==> config.mk <==
export PLATFORM = sky130hd
export DESIGN_NAME = retry_escalation_ctrl
export DESIGN_NICKNAME = d
export VERILOG_FILES = /design/src/rtl/rec_pkg.sv /design/src/rtl/rec_ctrl_reg.sv /design/src/rtl/rec_sat_counter.sv /design/src/rtl/rec_escalate_fsm.sv /design/src/rtl/retry_escalation_ctrl.sv
export SDC_FILE = /design/constraint.sdc
export NUM_CORES = 1
export LEC_CHECK = 0
export BUFFER_PORTS_ARGS = -buffer_cell sky130_fd_sc_hd__buf_2
export CAP_MARGIN = 20
export CORE_MARGIN = 2
export CORE_UTILIZATION = 50
export DETAILED_ROUTE_END_ITERATION = 8
export PLACE_DENSITY = 0.83
export REMOVE_ABC_BUFFERS = 1
export SLEW_MARGIN = 40
export SYNTH_ARGS = -nofsm -noshare
export SYNTH_HDL_FRONTEND = slang
export SYNTH_SLANG_ARGS = --single-unit
==> constraint.sdc <==
create_clock -name clk -period 2 [get_ports clk]
set_input_delay 0.5 -clock clk [delete_from_list [all_inputs] [get_ports clk]]
set_output_delay 0.5 -clock clk [all_outputs]
set_load 0.005 [all_outputs]
==> src/rtl/rec_pkg.sv <==
package rec_pkg;
  localparam int CFG_W    = 6;
  localparam int RTRY_LSB = 0;
  localparam int LRST_LSB = 2;
  localparam int SOFT_BIT = 4;
  localparam int HARD_BIT = 5;

  typedef logic [1:0] lim_code_t;

  localparam lim_code_t RTRY_OFF = 2'b11;

  typedef struct packed {
    lim_code_t lrst_code;
    lim_code_t rtry_code;
  } rec_cfg_t;
endpackage

==> src/rtl/rec_ctrl_reg.sv <==
module rec_ctrl_reg
  import rec_pkg::*;
(
  input  logic             clk,
  input  logic             rst_n,
  input  logic             cfg_we,
  input  logic [CFG_W-1:0] cfg_wdata,
  output logic             hard_go,
  output logic             soft_go,
  output rec_cfg_t         cfg,
  output logic [CFG_W-1:0] cfg_rdata
);
  rec_cfg_t cfg_q, cfg_d;
  logic     hard_q, hard_d;
  logic     soft_q, soft_d;

  // Sticky limit fields: only power-on or an executing hard command clears them.
  always_comb begin
    cfg_d = cfg_q;
    if (hard_q) begin
      cfg_d = '0;
    end else if (cfg_we) begin
      cfg_d.rtry_code = cfg_wdata[RTRY_LSB +: 2];
      cfg_d.lrst_code = cfg_wdata[LRST_LSB +: 2];
    end
  end

  // Command bits live for exactly one cycle; the reset executes on the next edge.
  always_comb begin
    hard_d = cfg_we & cfg_wdata[HARD_BIT];
    soft_d = cfg_we & cfg_wdata[SOFT_BIT];
  end

  always_ff @(posedge clk or negedge rst_n) begin
    if (!rst_n) begin
      cfg_q  <= '0;
      hard_q <= 1'b0;
      soft_q <= 1'b0;
    end else begin
      cfg_q  <= cfg_d;
      hard_q <= hard_d;
      soft_q <= soft_d;
    end
  end

  assign hard_go   = hard_q;
  assign soft_go   = soft_q;
  assign cfg       = cfg_q;
  assign cfg_rdata = {hard_q, soft_q, cfg_q.lrst_code, cfg_q.rtry_code};
endmodule

==> src/rtl/rec_sat_counter.sv <==
module rec_sat_counter #(
  parameter int W = 4
) (
  input  logic         clk,
  input  logic         rst_n,
  input  logic         clr,
  input  logic         inc,
  output logic [W-1:0] cnt
);
  localparam logic [W-1:0] TOP = {W{1'b1}};

  logic [W-1:0] cnt_q, cnt_d;

  always_comb begin
    cnt_d = cnt_q;
    if (clr) begin
      cnt_d = '0;
    end else if (inc && (cnt_q != TOP)) begin
      cnt_d = cnt_q + 1'b1;
    end
  end

  always_ff @(posedge clk or negedge rst_n) begin
    if (!rst_n) begin
      cnt_q <= '0;
    end else begin
      cnt_q <= cnt_d;
    end
  end

  assign cnt = cnt_q;
endmodule

==> src/rtl/rec_escalate_fsm.sv <==
module rec_escalate_fsm
  import rec_pkg::*;
#(
  parameter int RTRY_MAX = 16,
  parameter int LRST_MAX = 2,
  parameter int RCNT_W   = 5,
  parameter int LCNT_W   = 2
) (
  input  logic              clk,
  input  logic              rst_n,
  input  logic              crc_err,
  input  logic              retry_ok,
  input  logic              link_up,
  input  logic              hard_go,
  input  logic              soft_go,
  input  rec_cfg_t          cfg,
  input  logic [RCNT_W-1:0] rcnt,
  input  logic [LCNT_W-1:0] lcnt,
  output logic              rcnt_inc,
  output logic              rcnt_clr,
  output logic              lcnt_inc,
  output logic              lcnt_clr,
  output logic              retry_req,
  output logic              link_rst_req,
  output logic              err_flag
);
  // Limit decode: each code step halves the allowance.
  function automatic logic [RCNT_W-1:0] rtry_lim(input lim_code_t c);
    return RCNT_W'(RTRY_MAX >> c);
  endfunction

  // The reserved top code is treated as "no link reset allowed".
  function automatic logic [LCNT_W-1:0] lrst_lim(input lim_code_t c);
    return (c == 2'b11) ? '0 : LCNT_W'(LRST_MAX >> c);
  endfunction

  localparam logic [RCNT_W-1:0] RLIM_DEF = rtry_lim(2'b00);
  localparam logic [LCNT_W-1:0] LLIM_DEF = lrst_lim(2'b00);

  logic [RCNT_W-1:0] sh_rlim_q, sh_rlim_d;
  logic              sh_rdis_q, sh_rdis_d;
  logic [LCNT_W-1:0] sh_llim_q, sh_llim_d;
  logic              err_q, err_d;
  logic              await_q, await_d;
  logic              trained_q, trained_d;
  logic              link_q;
  logic              rreq_q, rreq_d;
  logic              lreq_q, lreq_d;
  logic              link_rise;

  assign link_rise = link_up & ~link_q;

  always_comb begin
    sh_rlim_d = sh_rlim_q;
    sh_rdis_d = sh_rdis_q;
    sh_llim_d = sh_llim_q;
    err_d     = err_q;
    await_d   = await_q;
    trained_d = trained_q;
    rreq_d    = 1'b0;
    lreq_d    = 1'b0;
    rcnt_inc  = 1'b0;
    rcnt_clr  = 1'b0;
    lcnt_inc  = 1'b0;
    lcnt_clr  = 1'b0;

    // Link came back up after an escalation reset.
    if (await_q && link_rise) begin
      trained_d = 1'b1;
      await_d   = 1'b0;
    end

    if (hard_go) begin
      rcnt_clr  = 1'b1;
      lcnt_clr  = 1'b1;
      err_d     = 1'b0;
      lreq_d    = 1'b1;
      sh_rlim_d = RLIM_DEF;
      sh_rdis_d = 1'b0;
      sh_llim_d = LLIM_DEF;
      await_d   = 1'b0;
      trained_d = 1'b0;
    end else if (soft_go) begin
      if (!err_q) begin
        rcnt_clr  = 1'b1;
        lreq_d    = 1'b1;
        sh_rlim_d = rtry_lim(cfg.rtry_code);
        sh_rdis_d = (cfg.rtry_code == RTRY_OFF);
        sh_llim_d = lrst_lim(cfg.lrst_code);
      end
    end else if (crc_err && link_up && !err_q) begin
      if (sh_rdis_q) begin
        err_d = 1'b1;
      end else if (rcnt < sh_rlim_q) begin
        rcnt_inc = 1'b1;
        rreq_d   = 1'b1;
      end else begin
        rcnt_clr = 1'b1;
        if (lcnt < sh_llim_q) begin
          lcnt_inc  = 1'b1;
          lreq_d    = 1'b1;
          sh_rlim_d = rtry_lim(cfg.rtry_code);
          sh_rdis_d = (cfg.rtry_code == RTRY_OFF);
          sh_llim_d = lrst_lim(cfg.lrst_code);
          await_d   = 1'b1;
          trained_d = 1'b0;
        end else begin
          err_d = 1'b1;
        end
      end
    end else if (retry_ok && !err_q) begin
      rcnt_clr = 1'b1;
      if (trained_q) begin
        lcnt_clr  = 1'b1;
        trained_d = 1'b0;
      end
    end
  end

  always_ff @(posedge clk or negedge rst_n) begin
    if (!rst_n) begin
      sh_rlim_q <= RLIM_DEF;
      sh_rdis_q <= 1'b0;
      sh_llim_q <= LLIM_DEF;
      err_q     <= 1'b0;
      await_q   <= 1'b0;
      trained_q <= 1'b0;
      link_q    <= 1'b0;
      rreq_q    <= 1'b0;
      lreq_q    <= 1'b0;
    end else begin
      sh_rlim_q <= sh_rlim_d;
      sh_rdis_q <= sh_rdis_d;
      sh_llim_q <= sh_llim_d;
      err_q     <= err_d;
      await_q   <= await_d;
      trained_q <= trained_d;
      link_q    <= link_up;
      rreq_q    <= rreq_d;
      lreq_q    <= lreq_d;
    end
  end

  assign retry_req    = rreq_q;
  assign link_rst_req = lreq_q;
  assign err_flag     = err_q;
endmodule

==> src/rtl/retry_escalation_ctrl.sv <==
module retry_escalation_ctrl
  import rec_pkg::*;
#(
  parameter int RTRY_MAX = 16,
  parameter int LRST_MAX = 2
) (
  input  logic             clk,
  input  logic             rst_n,
  input  logic             crc_err,
  input  logic             retry_ok,
  input  logic             link_up,
  input  logic             cfg_we,
  input  logic [CFG_W-1:0] cfg_wdata,
  output logic [CFG_W-1:0] cfg_rdata,
  output logic             retry_req,
  output logic             link_rst_req,
  output logic             err_flag
);
  localparam int RCNT_W = $clog2(RTRY_MAX + 1);
  localparam int LCNT_W = $clog2(LRST_MAX + 1);

  rec_cfg_t          cfg;
  logic              hard_go, soft_go;
  logic [RCNT_W-1:0] rtry_cnt;
  logic [LCNT_W-1:0] lrst_cnt;
  logic              rcnt_inc, rcnt_clr, lcnt_inc, lcnt_clr;

  rec_ctrl_reg u_reg (
    .clk       (clk),
    .rst_n     (rst_n),
    .cfg_we    (cfg_we),
    .cfg_wdata (cfg_wdata),
    .hard_go   (hard_go),
    .soft_go   (soft_go),
    .cfg       (cfg),
    .cfg_rdata (cfg_rdata)
  );

  rec_sat_counter #(.W(RCNT_W)) u_rtry_cnt (
    .clk   (clk),
    .rst_n (rst_n),
    .clr   (rcnt_clr),
    .inc   (rcnt_inc),
    .cnt   (rtry_cnt)
  );

  rec_sat_counter #(.W(LCNT_W)) u_lrst_cnt (
    .clk   (clk),
    .rst_n (rst_n),
    .clr   (lcnt_clr),
    .inc   (lcnt_inc),
    .cnt   (lrst_cnt)
  );

  rec_escalate_fsm #(
    .RTRY_MAX (RTRY_MAX),
    .LRST_MAX (LRST_MAX),
    .RCNT_W   (RCNT_W),
    .LCNT_W   (LCNT_W)
  ) u_fsm (
    .clk          (clk),
    .rst_n        (rst_n),
    .crc_err      (crc_err),
    .retry_ok     (retry_ok),
    .link_up      (link_up),
    .hard_go      (hard_go),
    .soft_go      (soft_go),
    .cfg          (cfg),
    .rcnt         (rtry_cnt),
    .lcnt         (lrst_cnt),
    .rcnt_inc     (rcnt_inc),
    .rcnt_clr     (rcnt_clr),
    .lcnt_inc     (lcnt_inc),
    .lcnt_clr     (lcnt_clr),
    .retry_req    (retry_req),
    .link_rst_req (link_rst_req),
    .err_flag     (err_flag)
  );
endmodule

* Yosys cells after proc, flatten, opt, wreduce, memory -nomap -nowiden
Index checks and enable logic that the tools add are counted.
** Storage, ports and cells
- Output and inout bits :: 9
- Input bits :: 12
- Flip-flop bits (word level) :: 27
** Operators by class
- Add/subtract/negate cells :: 2
- Equal/unequal tests :: 10
- Reduce and logical (&&, ||, !) cells :: 16
- Muxes and demuxes :: 75
- $lt $le $gt $ge :: 2
- Bitwise gates (word level) :: 4
- Shifts and indexed selects :: 2
** Operators with widths (count)
- 2-to-1 mux 1 bit :: 54
- 2-to-1 mux 5 bit :: 9
- 2-to-1 mux 2 bit :: 10
- inequality test 3 bit, second input constant :: 3
- 2-to-1 mux 4 bit :: 2
- nonzero test 2 bit :: 4
- logical AND 1 bit :: 6
- inequality test 3 x 2 -> 1 bit, second input constant :: 2
- nonzero test 3 bit :: 2
- adder 5 x 1 -> 5 bit, second input constant :: 1
- less-than comparator 5 bit :: 1
- inequality test 5 bit, second input constant :: 1
- AND reduction 5 bit :: 1
- >> shifter 5 x 2 -> 5 bit, first input constant :: 1
- == test 2 bit, second input constant :: 2
- AND reduction 4 bit :: 1
- bitwise AND 1 bit :: 3
- adder 2 x 1 -> 2 bit, second input constant :: 1
- less-than comparator 2 bit :: 1
- inequality test 2 x 1 -> 1 bit, second input constant :: 1
- inequality test 2 bit, second input constant :: 1
- AND reduction 2 bit :: 1
- >> shifter 2 x 2 -> 2 bit, first input constant :: 1
- zero test 1 bit :: 1
- NOT 1 bit :: 1

* Logic depth before layout (Yosys ltp)
- Word-level depth :: 10
- Gate-level depth with buffers :: 7
- Mapped depth without buffers :: 7

* Hierarchy
A second synthesis with hierarchy kept.
** Second synthesis, totals
- Cell total of the unflattened synthesis :: 132
- Area total of the unflattened synthesis :: 1425.1 sq um
** By module, submodules not included
- rec_escalate_fsm :: area each 775.7 sq um, instances 1, cells each 76, seq. area each 327.8 sq um
- rec_ctrl_reg :: area each 276.5 sq um, instances 1, cells each 23, seq. area each 150.1 sq um
- rec_sat_counter (u_rtry_cnt) :: area each 249.0 sq um, instances 1, cells each 23, seq. area each 125.1 sq um
- rec_sat_counter (u_lrst_cnt) :: area each 123.9 sq um, instances 1, cells each 10, seq. area each 50.0 sq um

* Worst setup path before layout
No wires, ideal clock.
- Path type :: reg-to-reg
- From :: reg u_fsm.sh_rlim_q[4]
- To :: reg u_fsm.sh_llim_q[0]
- Cell stages (with the launch flop) :: 7
- Path slack :: 22 ps
- Data arrival time :: 1853 ps
- Path buffers :: 0
- Clock period less this slack :: 1978 ps
- Cell sequence :: dfstp_2 -> inv_1 -> ha_1 -> nor3_4 -> a22oi_2 -> a311oi_4 -> mux2_4
** Between the ends
- Longest elaborated chain between the ends :: 3
** Ends and longest elaborated chain
- start, declared :: line rec_escalate_fsm.sv:40 : logic [RCNT_W-1:0] sh_rlim_q, sh_rlim_d;
- start signal, assigned :: line rec_escalate_fsm.sv:132 : sh_rlim_q <= sh_rlim_d;
- less-than comparator 5 bit :: line rec_escalate_fsm.sv:94 : end else if (rcnt < sh_rlim_q) begin
- inequality test 3 bit (no source line)
- AND reduction 5 bit (no source line)
- end signal, assigned :: line rec_escalate_fsm.sv:134 : sh_llim_q <= sh_llim_d;
- end, declared :: line rec_escalate_fsm.sv:42 : logic [LCNT_W-1:0] sh_llim_q, sh_llim_d;
Every way passes these cells.
A chain may end at the register's enable or synchronous reset.

* Worst setup path in the final report
- From :: reg u_fsm.sh_rlim_q[4]
- To :: reg u_lrst_cnt.cnt_q[0], in the netlist u_lrst_cnt.cnt[0]
** Between the ends
- Longest elaborated chain between the ends :: 8
** Ends and longest elaborated chain
- less-than comparator 5 bit :: line rec_escalate_fsm.sv:94
- 2-to-1 mux 1 bit :: line rec_escalate_fsm.sv:94
- 2-to-1 mux 1 bit :: line rec_escalate_fsm.sv:92 : if (sh_rdis_q) begin
- 2-to-1 mux 1 bit :: line rec_escalate_fsm.sv:91 : end else if (crc_err && link_up && !err_q) begin
- 2-to-1 mux 1 bit :: line rec_escalate_fsm.sv:83 : end else if (soft_go) begin
- 2-to-1 mux 1 bit :: line rec_escalate_fsm.sv:73 : if (hard_go) begin
- logical AND 1 bit :: line rec_sat_counter.sv:18 : end else if (inc && (cnt_q != TOP)) begin
- nonzero test 2 bit (no source line)
- end signal, assigned :: line rec_sat_counter.sv:27 : cnt_q <= cnt_d;
- end, declared :: line rec_sat_counter.sv:12 : logic [W-1:0] cnt_q, cnt_d;
Every way passes these cells.

==> summary.md <==
| Metric | Value |
|---|---|
| Fillers | just over 200 |
| Die W | between 50 and 60 um |
| HP Class | primary input to async pin |
| CP Buf/Inv Count | 1 |
| Maximum vdd drop | approximately 0.68 mV |
| Nets@finish | around 190 |
| Cell variety after synth | 48 |
| Max clock buf depth | 2 |
| Worst R2R Setup Slack | -40 ps |
| Largest net degree at the start of global routing | 27 |
| Adder-cell area share of the yosys netlist | 0.0690 |
| Remaining Overflow, GRT | 0 |
| Crit Path Category | register to register |
| Cell-by-cell trace of the critical path | inv_2, ha_4, o21ai_4, a221o_1, or4_4, a21oi_2 |
| Die area | approximately 3300 sq um |
| Least-Margin Pin Slew | between 500 and 600 ps |
| FF-to-FF Start | u_fsm.sh_rlim_q[4] |
| TritonCTS Buffers | 3 |
| Clk root buf | clkbuf_4 |
| Max transition margin | 0.610 |
| Post-synthesis simple-gate area fraction | 0.170 |
| CTS clk-pin slew, worst paths | roughly 150 ps |
| Vias in the first global route | 1200 |
| R2r endpoint | u_lrst_cnt.cnt[0] |
| WL/cell | 17.9 um |
| Number of vias per cell | approximately 6.2 |
| Cell Pwr Density | approximately 790 nW/um^2 |
| Final WS setup | -44.8 ps |
| Sequential standard cell area | between 600 and 700 sq um |
| CTS Hold Bufs | 0 |
| TritonCTS clock tree | built |
| Area of the multi-input gates | around 800 sq um |
| Slew Viols, Final | 0 |
| Mux cell area share after synthesis | 0.0759 |
| Die H | 57.9 um |
| Crit path DAT | approximately 2300 ps |
| Post-Route WL | ~3.5 mm |
| Initial Utilization | 0.526 |
| Failing checks | setup timing |
| Initial antenna violation count | 0 |
| Mapped Area | ~1500 sq um |
| Antenna Nets Post-Route | 0 |
| Fin area | 1800 sq um |
| Clock latency on the worst-skew pair | between 300 and 400 ps |
| Routability Congestion | 0.883 |
| Placement-stage cell area | 1600 sq um |
| Mapped Avg Cell Area | between 10 and 15 sq um |
| CP delay by family, top | compound AO/OA/AOI/OAI gates |
| Yosys warning count | 0 |
| Num ports | 21 |
| Startpoint class of the critical path | register |
| I/O Buffers | 20 |
| Met2 Use GR | 0.378 |
| Core area | 2760 sq um |
| Status | finished, violations left |
| GR met3 Demand/Resource | 0.0357 |
| CTS Sinks | 26 |
| RSZ-0062 raised after global routing | true |
| Largest family of logic cells by synthesized area | compound AO/OA/AOI/OAI gates |
| Crit. End Element | register |
| DP Wirelength | 2.36 mm |
| Yosys reg bits | 26 |
| Post-Syn Instances | around 130 |
| Crit share post-route | 1.02 |
| Met1 Track Usage GR | 0.267 |
| Final hold violations | 0 |
| Sequential area share after synthesis | 0.450 |
| Antenna Cells | 0 |
| H-tree lvl count | 1 |
| P&R area growth vs syn | 23.8% |
| Vias | 1214 |
| Crit-path slowest cell | dfstp_2 |
| Clock Skew | roughly 5.3 ps |
| Endpoints failing setup | 9 |
| Register-to-Register Path Depth | 6 |
| Initial drt markers | 31 |
| GRT Util Overall | 0.219 |
| Final min period | a little over 2000 ps |
| Drt pass-1 iters | 4 |
| Min Hold Slack | between 100 and 150 ps |
| GR peak layer | met2 |
| Fmax achieved | 489 MHz |
| Maxcap violations | 0 |
| FP Rows | 19 |
| Pleak | a little under 0.9 nW |
| Layout cells sized above 1 | 0.392 |
| Synth Area in Compound Gates | 0.176 |
| CP max FO | 4 |
| Worst EP required | roughly 2300 ps |
| Post-synthesis xor/xnor area fraction | 0 |
| Crit-path max cell delay | between 500 and 600 ps |
| First-pass GRT wire length | around 5.5 mm |
| DRC violations left | 0 |
==> layout make-up <==
cell class / instances / share of cell area
well taps: 31 / 0.0216
multi-input cells: 90 / 0.442
inverters: 12 / 0.0251
repair buffers: 34 / 0.118
clock buffers: 3 / 0.0125
flip-flops and latches: 26 / 0.364
clock inverters: 1 / 0.0167
==> synthesized netlist by cell type, drive strengths merged <==
cell | number | share of area
or3 | 1 | 0.0043
or4b | 1 | 0.0069
dfstp | 2 | 0.036
nand4bb | 1 | 0.0078
or2b | 1 | 0.0052
a22o | 1 | 0.0069
mux2 | 2 | 0.021
nand2b | 2 | 0.0086
nand2 | 3 | 0.0095
and2 | 3 | 0.013
o31ai | 4 | 0.021
and2b | 1 | 0.0052
a31oi | 1 | 0.0043
or4 | 3 | 0.016
a21oi | 9 | 0.031
inv | 12 | 0.031
a221o | 1 | 0.0069
a41o | 1 | 0.0069
a311oi | 1 | 0.018
a22oi | 1 | 0.0086
nor4 | 1 | 0.0043
buf | 4 | 0.023
nor3 | 2 | 0.015
or3b | 1 | 0.0060
mux2i | 8 | 0.055
nor2 | 10 | 0.026
a2bb2oi | 1 | 0.0060
o32ai | 1 | 0.0060
and3b | 1 | 0.0060
nor3b | 2 | 0.010
nand3 | 4 | 0.014
clkbuf | 2 | 0.0052
and3 | 1 | 0.0043
ha | 8 | 0.069
o31a | 1 | 0.0060
and4bb | 1 | 0.0086
o41ai | 1 | 0.0060
o21ai | 6 | 0.023
a211o | 1 | 0.0060
dfrtp | 24 | 0.41
a211oi | 2 | 0.014
a21o | 1 | 0.0052
==> report_power, final <==
part           switching, W  leakage [nW]  internal, W
registers         0.0000392         0.341     0.000583
clock network      0.000173        0.0279     0.000203
logic              0.000217         0.496     0.000205
==> repair_timing <==
action,in CTS,in global routing
cloned,0,0
gates resized for setup,8,11
endpoints found under the setup margin,9,13
buffers inserted,2,5
pin swaps,2,8
==> per-layer routing <==
metal  vias to the layer above  part of all wire  routed length (um)
met5                         -                 0                   0
met2                        62              0.51                1810
met4                         0             0.030                 105
met1                       584              0.40                1410
met3                        15             0.059                 207
li1                        553                 -                   -
==> layout by cell type (no fill, tap or decap), types with 3 or more instances in the layout <==
master,instances
a21oi_2,3
mux2i_1,8
clkbuf_4,3
ha_1,4
o31ai_1,4
buf_2,20
inv_1,11
and2_1,3
a21oi_1,6
nor2_1,10
dfrtp_1,24
o21ai_0,4
buf_4,12
nand3_1,4
==> kinds of logic after synthesis <==
family                   Yosys count
AO/OA/AOI/OAI                     33
AND/OR/NAND/NOR                   39
multiplexers                      10
adder cells (fa/ha/maj)            8
buffers and inverters             18
flip-flops                        26
==> worst max path at each step <==
stage / cells after the start / to / start / slack (ps)
after detailed placement: 7 / u_rtry_cnt.cnt[3] / u_rtry_cnt.cnt[1] / -50
after global routing: 7 / u_rtry_cnt.cnt[3] / u_rtry_cnt.cnt[1] / -110
after global placement: 7 / u_rtry_cnt.cnt[3] / u_fsm.sh_rlim_q[4] / 40
after floorplan: 6 / u_fsm.sh_llim_q[0] / u_fsm.sh_rlim_q[4] / -40
final: 6 / u_lrst_cnt.cnt[0] / u_fsm.sh_rlim_q[4] / -40
after CTS: 6 / u_lrst_cnt.cnt[1] / u_fsm.sh_rlim_q[4] / -30
==> registers in the layout, indices dropped and copies added, names as in the netlist <==
signal              cells
u_fsm.await_q           1
u_fsm.err_flag          1
u_fsm.link_q            1
u_fsm.link_rst_req      1
u_fsm.retry_req         1
u_fsm.sh_llim_q         2
u_fsm.sh_rdis_q         1
u_fsm.sh_rlim_q         4
u_fsm.trained_q         1
u_lrst_cnt.cnt          2
u_reg.cfg               4
u_reg.hard_go           1
u_reg.soft_go           1
u_rtry_cnt.cnt          5
==> through the flow <==
stage | util | std cells | setup slack [ps] | total power [W] | setup TNS (ps)
finish | 0.652 | 197 | -44.8 | 0.00142 | -190
global placement | 0.581 | 186 | 43.4 | 0.000936 | 0
detailed placement | 0.581 | 186 | -47.6 | 0.000963 | -76.1
floorplan | - | 128 | -39.3 | 0.000828 | -78.6
CTS | 0.619 | 192 | -27.0 | 0.00137 | -29.3
global route | 0.652 | 197 | -109 | 0.00148 | -818
Note: power is estimated with default switching activity, not from simulation.
